<file path="config.mk">
export PLATFORM = sky130hd
export DESIGN_NAME = operand_bypass
export DESIGN_NICKNAME = d
export VERILOG_FILES = /design/src/rtl/operand_bypass.sv
export SDC_FILE = /design/constraint.sdc
export NUM_CORES = 1
export LEC_CHECK = 0
export ABC_AREA = 1
export BUFFER_PORTS_ARGS = -buffer_cell sky130_fd_sc_hd__buf_2
export CAP_MARGIN = 40
export CORE_UTILIZATION = 25
export DETAILED_ROUTE_END_ITERATION = 12
export GPL_TIMING_DRIVEN = 0
export PLACE_DENSITY = 0.63
export SETUP_SLACK_MARGIN = 0.4
export SLEW_MARGIN = 20
export SYNTH_ARGS = -nofsm -noshare
export SYNTH_HDL_FRONTEND = slang
export SYNTH_SLANG_ARGS = --single-unit
</file>
<file path="constraint.sdc">
create_clock -name vclk -period 1.19
set_clock_uncertainty 0.15 [all_clocks]
set_input_delay 0.119 -clock vclk [all_inputs]
set_output_delay 0.119 -clock vclk [all_outputs]
set_load 0.01 [all_outputs]
</file>
<file path="src/rtl/operand_bypass.sv">
module operand_bypass #(
  parameter int DATA_W = 32,
  parameter int REG_AW = 5
) (
  input  logic [REG_AW-1:0] rs_a_idx,
  input  logic [REG_AW-1:0] rs_b_idx,
  input  logic [DATA_W-1:0] rf_a_data,
  input  logic [DATA_W-1:0] rf_b_data,
  input  logic [REG_AW-1:0] ex_dst,
  input  logic              ex_wen,
  input  logic              ex_is_load,
  input  logic [DATA_W-1:0] ex_result,
  input  logic [REG_AW-1:0] wb_dst,
  input  logic              wb_wen,
  input  logic [DATA_W-1:0] wb_result,
  output logic [DATA_W-1:0] opnd_a,
  output logic [DATA_W-1:0] opnd_b,
  output logic              stall_front,
  output logic              inject_nop
);
  localparam logic [REG_AW-1:0] ZERO_REG = {REG_AW{1'b1}};

  logic [1:0] src_live, ex_hit, wb_hit, ld_hit;
  logic [1:0][REG_AW-1:0] src_idx;
  logic [1:0][DATA_W-1:0] rf_data, sel;

  assign src_idx = {rs_b_idx, rs_a_idx};
  assign rf_data = {rf_b_data, rf_a_data};

  for (genvar i = 0; i < 2; i++) begin : g_src
    assign src_live[i] = src_idx[i] != ZERO_REG;
    assign ex_hit[i]   = src_live[i] && ex_wen && ex_dst == src_idx[i];
    assign wb_hit[i]   = src_live[i] && wb_wen && wb_dst == src_idx[i];
    assign ld_hit[i]   = ex_hit[i] && ex_is_load;

    always_comb begin
      if (!src_live[i])                 sel[i] = '0;
      else if (ex_hit[i] && !ex_is_load) sel[i] = ex_result;
      else if (wb_hit[i])               sel[i] = wb_result;
      else                              sel[i] = rf_data[i];
    end
  end

  assign opnd_a      = sel[0];
  assign opnd_b      = sel[1];
  assign stall_front = |ld_hit;
  assign inject_nop  = |ld_hit;
endmodule

</file>
==> impl_summary.md <==
Logic synthesis
In the synthesized netlist, the number of instances is about 730. In the post-synthesis netlist, the biggest area contributors are sky130_fd_sc_hd__nand2_1, sky130_fd_sc_hd__nor2_1, sky130_fd_sc_hd__inv_1, sky130_fd_sc_hd__nand4_1, sky130_fd_sc_hd__nand3_1. The synthesis warning total is 0. Yosys instantiated no cell more often than sky130_fd_sc_hd__nand2_1.

The netlist area before placement is 0.00313 mm2. The average instance in the mapped netlist occupies around 4.3 um2. The biggest area contributor in the post-synthesis netlist is sky130_fd_sc_hd__nand2_1.

Counting distinct cell types in the post-synthesis netlist gives 19. In this run the biggest area consumer among cell types represents between 20% and 30% of the synthesized area. The sequential-to-total area share from yosys stat is 0%. The number of nets produced by synthesis is approximately 900. After synthesis, the most frequently instantiated cells are sky130_fd_sc_hd__nand2_1, sky130_fd_sc_hd__nor2_1, sky130_fd_sc_hd__inv_1.

Place
The detailed placer's ending HPWL is around 12 mm. The count of buffers added on input and output ports is 217. Prior to clock tree synthesis, the placed netlist has a worst setup slack of -747 ps. The final weighted congestion in routability-driven placement is 0.867.

Timing
For the finished layout, the period the worst path requires is 1760 ps. The maximum clock frequency is 569 MHz. The final number of hold-violating endpoints was 0.

The final critical-path share of the clock period is 148%. The max-slew headroom at the worst pin is 61.0%. Setup repair after global routing could not meet its margin everywhere.

The number of pins with negative max-slew slack in the final report is 0. At the pin with the least slew margin, the transition time is 585 ps. The total of endpoints with negative setup slack in the final report is 66. Setup slack on the critical path of the routed design comes to -569 ps.

Routing
The starting DRC count in detailed routing is 325. Once detail routing completed, the nets flagged for antenna violations numbered 0. The highest signal layer in the routed design is met4. The first TritonRoute pass finished after 8 iterations. The total met2 wirelength after detailed routing is 7.67 mm. The count of unresolved DRC violations after routing is 0. The number of vias in the routed layout is roughly 5300. The routed length per instance is 13.7 um.

After detailed routing, the wire length on met1 is roughly 7 mm. The met3 wirelength from detailed routing is 854 um. Using the TritonRoute via totals, the vias-per-cell ratio works out to 4.63. The routed design has ~16 mm of wire.

Global routing
The largest net degree at the start of global routing is 11. The initial antenna violation count is 2. For this run the aggregate overflow at the end of global routing stands at 0. The first-pass GRT wire length is between 20 and 25 mm.

For this run, the total global-route usage over all layers was measured as 22.1%. The number of global-route vias before repair was 4808.

Worst setup path
Of all nets on the critical path, the largest fanout is 8. The worst setup path is captured at an output pin. STA puts the critical path data required time at 920 ps. Data arrives at the worst endpoint at 1490 ps. The kind of critical path is primary input to output pin. STA classifies the critical path startpoint as a primary input.

Outcome
The final reports fail on negative setup slack. The run finished, with violations left.

Final layout
The register area is 0 um2. After filler insertion, the fill cell instance count of the layout stands at 1361. The layout has 0 clock buffers.

The post-layout net count is 1130. The synthesis-to-finish area growth is 90.4%. The number of sequential cells in the layout is 0. Measured on the finished design, the core utilization comes to 49.2%.

The combined area of the multi-input logic cells is 0.00313 mm2. The share of layout cells above drive strength 1 is 50.3%.

Worst hold path
Counting instances, the worst hold path has a depth of 6. The path type of the worst min-delay path is primary input to output pin.

Floorplanning
The floorplan die width is 114 um. The total area inside the core boundary comes to 0.0121 mm2. The die is 114 um tall.

In this run the core area contains 40 standard-cell rows. The effective utilization at floorplan is 25.8%. The area of the die is 0.0130 mm2. The count of boundary I/O pins is 217.

Power
The worst ir drop on vdd is ~0.14 mV. The power per cell area is 306 mW/mm2. For this design the static power due to leakage is about 3.7 nW. Summing internal, switching and leakage power gives ~0.0018 W.

Flow run
The tool flagged a number of max-cap violations equal to 0.
[per-layer routing]
metal	up-vias	GRT usage [%]
met2	213	39.4
met4	0	4.33
li1	2727	-
met5	-	0
met1	2356	29.6
met3	20	1.17
[cell families (layout without fill, tap and decap cells)]
kind of cell	after synthesis	in the layout	share of synthesized area, %
other cells	0	2	0
simple gates	543	543	74.9
xor+xnor	2	2	0.560
buf+inv	176	425	23.3
compound gates	7	7	1.24
[area by class of cell]
| class | count | share of cell area (%) |
|---|---|---|
| Inverter | 126 | 8.44 |
| Antenna cell | 2 | 0.0840 |
| Timing Repair Buffer | 249 | 27.4 |
| Buffer | 50 | 7.92 |
| Multi-Input combinational cell | 552 | 52.6 |
| Tap cell | 168 | 3.53 |
[path summary, 6_finish.rpt]
kind | startpoint | end | slack, ps
worst max-delay path | ex_dst[2] | opnd_a[12] | -570
worst min-delay path | rf_a_data[15] | opnd_a[15] | 500
[power breakdown]
part             internal (W)       total (W)  leakage (nW)  switching (W)
clock network  0.000000000225  0.000000000225     0.0000127              0
registers                   0               0             0              0
logic                0.000821         0.00182          3.72        0.00100
[worst max-delay path: stages]
cell                        delay [ps]
sky130_fd_sc_hd__buf_6             120
sky130_fd_sc_hd__xnor2_4           150
sky130_fd_sc_hd__nand2_2            80
sky130_fd_sc_hd__nor2_4            220
sky130_fd_sc_hd__nand3_4           210
sky130_fd_sc_hd__clkbuf_16         230
sky130_fd_sc_hd__nand2_1            70
sky130_fd_sc_hd__nor2_1             40
sky130_fd_sc_hd__nor2_1            100
sky130_fd_sc_hd__buf_2             140
[what timing repair did]
action / CTS / global route
pin swaps: 37 / 39
gates cloned: 9 / 4
resized for setup: 162 / 131
hold buffers: 0 / 0
buffers inserted: 16 / 3
endpoints found under the setup margin: 66 / 66
[per-stage QoR]
step	instance area, um2	hold slack [ps]	setup TNS [ps]	cells
global route	5960	546	-38910	1147
CTS	5410	512	-30160	1138
finish	5960	502	-33130	1147
global placement	4670	508	-43520	1113
detailed placement	4670	512	-42830	1113
floorplan	3370	289	-6680	728
[cell usage in the layout (no fill, tap or decap), types with 14 or more instances in the layout]
cell | netlist | final
sky130_fd_sc_hd__buf_6 | 3 | 44
sky130_fd_sc_hd__buf_4 | 1 | 20
sky130_fd_sc_hd__buf_2 | 34 | 205
sky130_fd_sc_hd__nand2_1 | 199 | 129
sky130_fd_sc_hd__nor2_2 | 9 | 76
sky130_fd_sc_hd__nand3_1 | 70 | 55
sky130_fd_sc_hd__inv_1 | 117 | 107
sky130_fd_sc_hd__buf_8 | 0 | 14
sky130_fd_sc_hd__nor2_1 | 196 | 120
sky130_fd_sc_hd__nand2_4 | 0 | 30
sky130_fd_sc_hd__nand2_2 | 0 | 40
sky130_fd_sc_hd__nand4_1 | 64 | 64
Note: power is estimated with default switching activity, not from simulation.
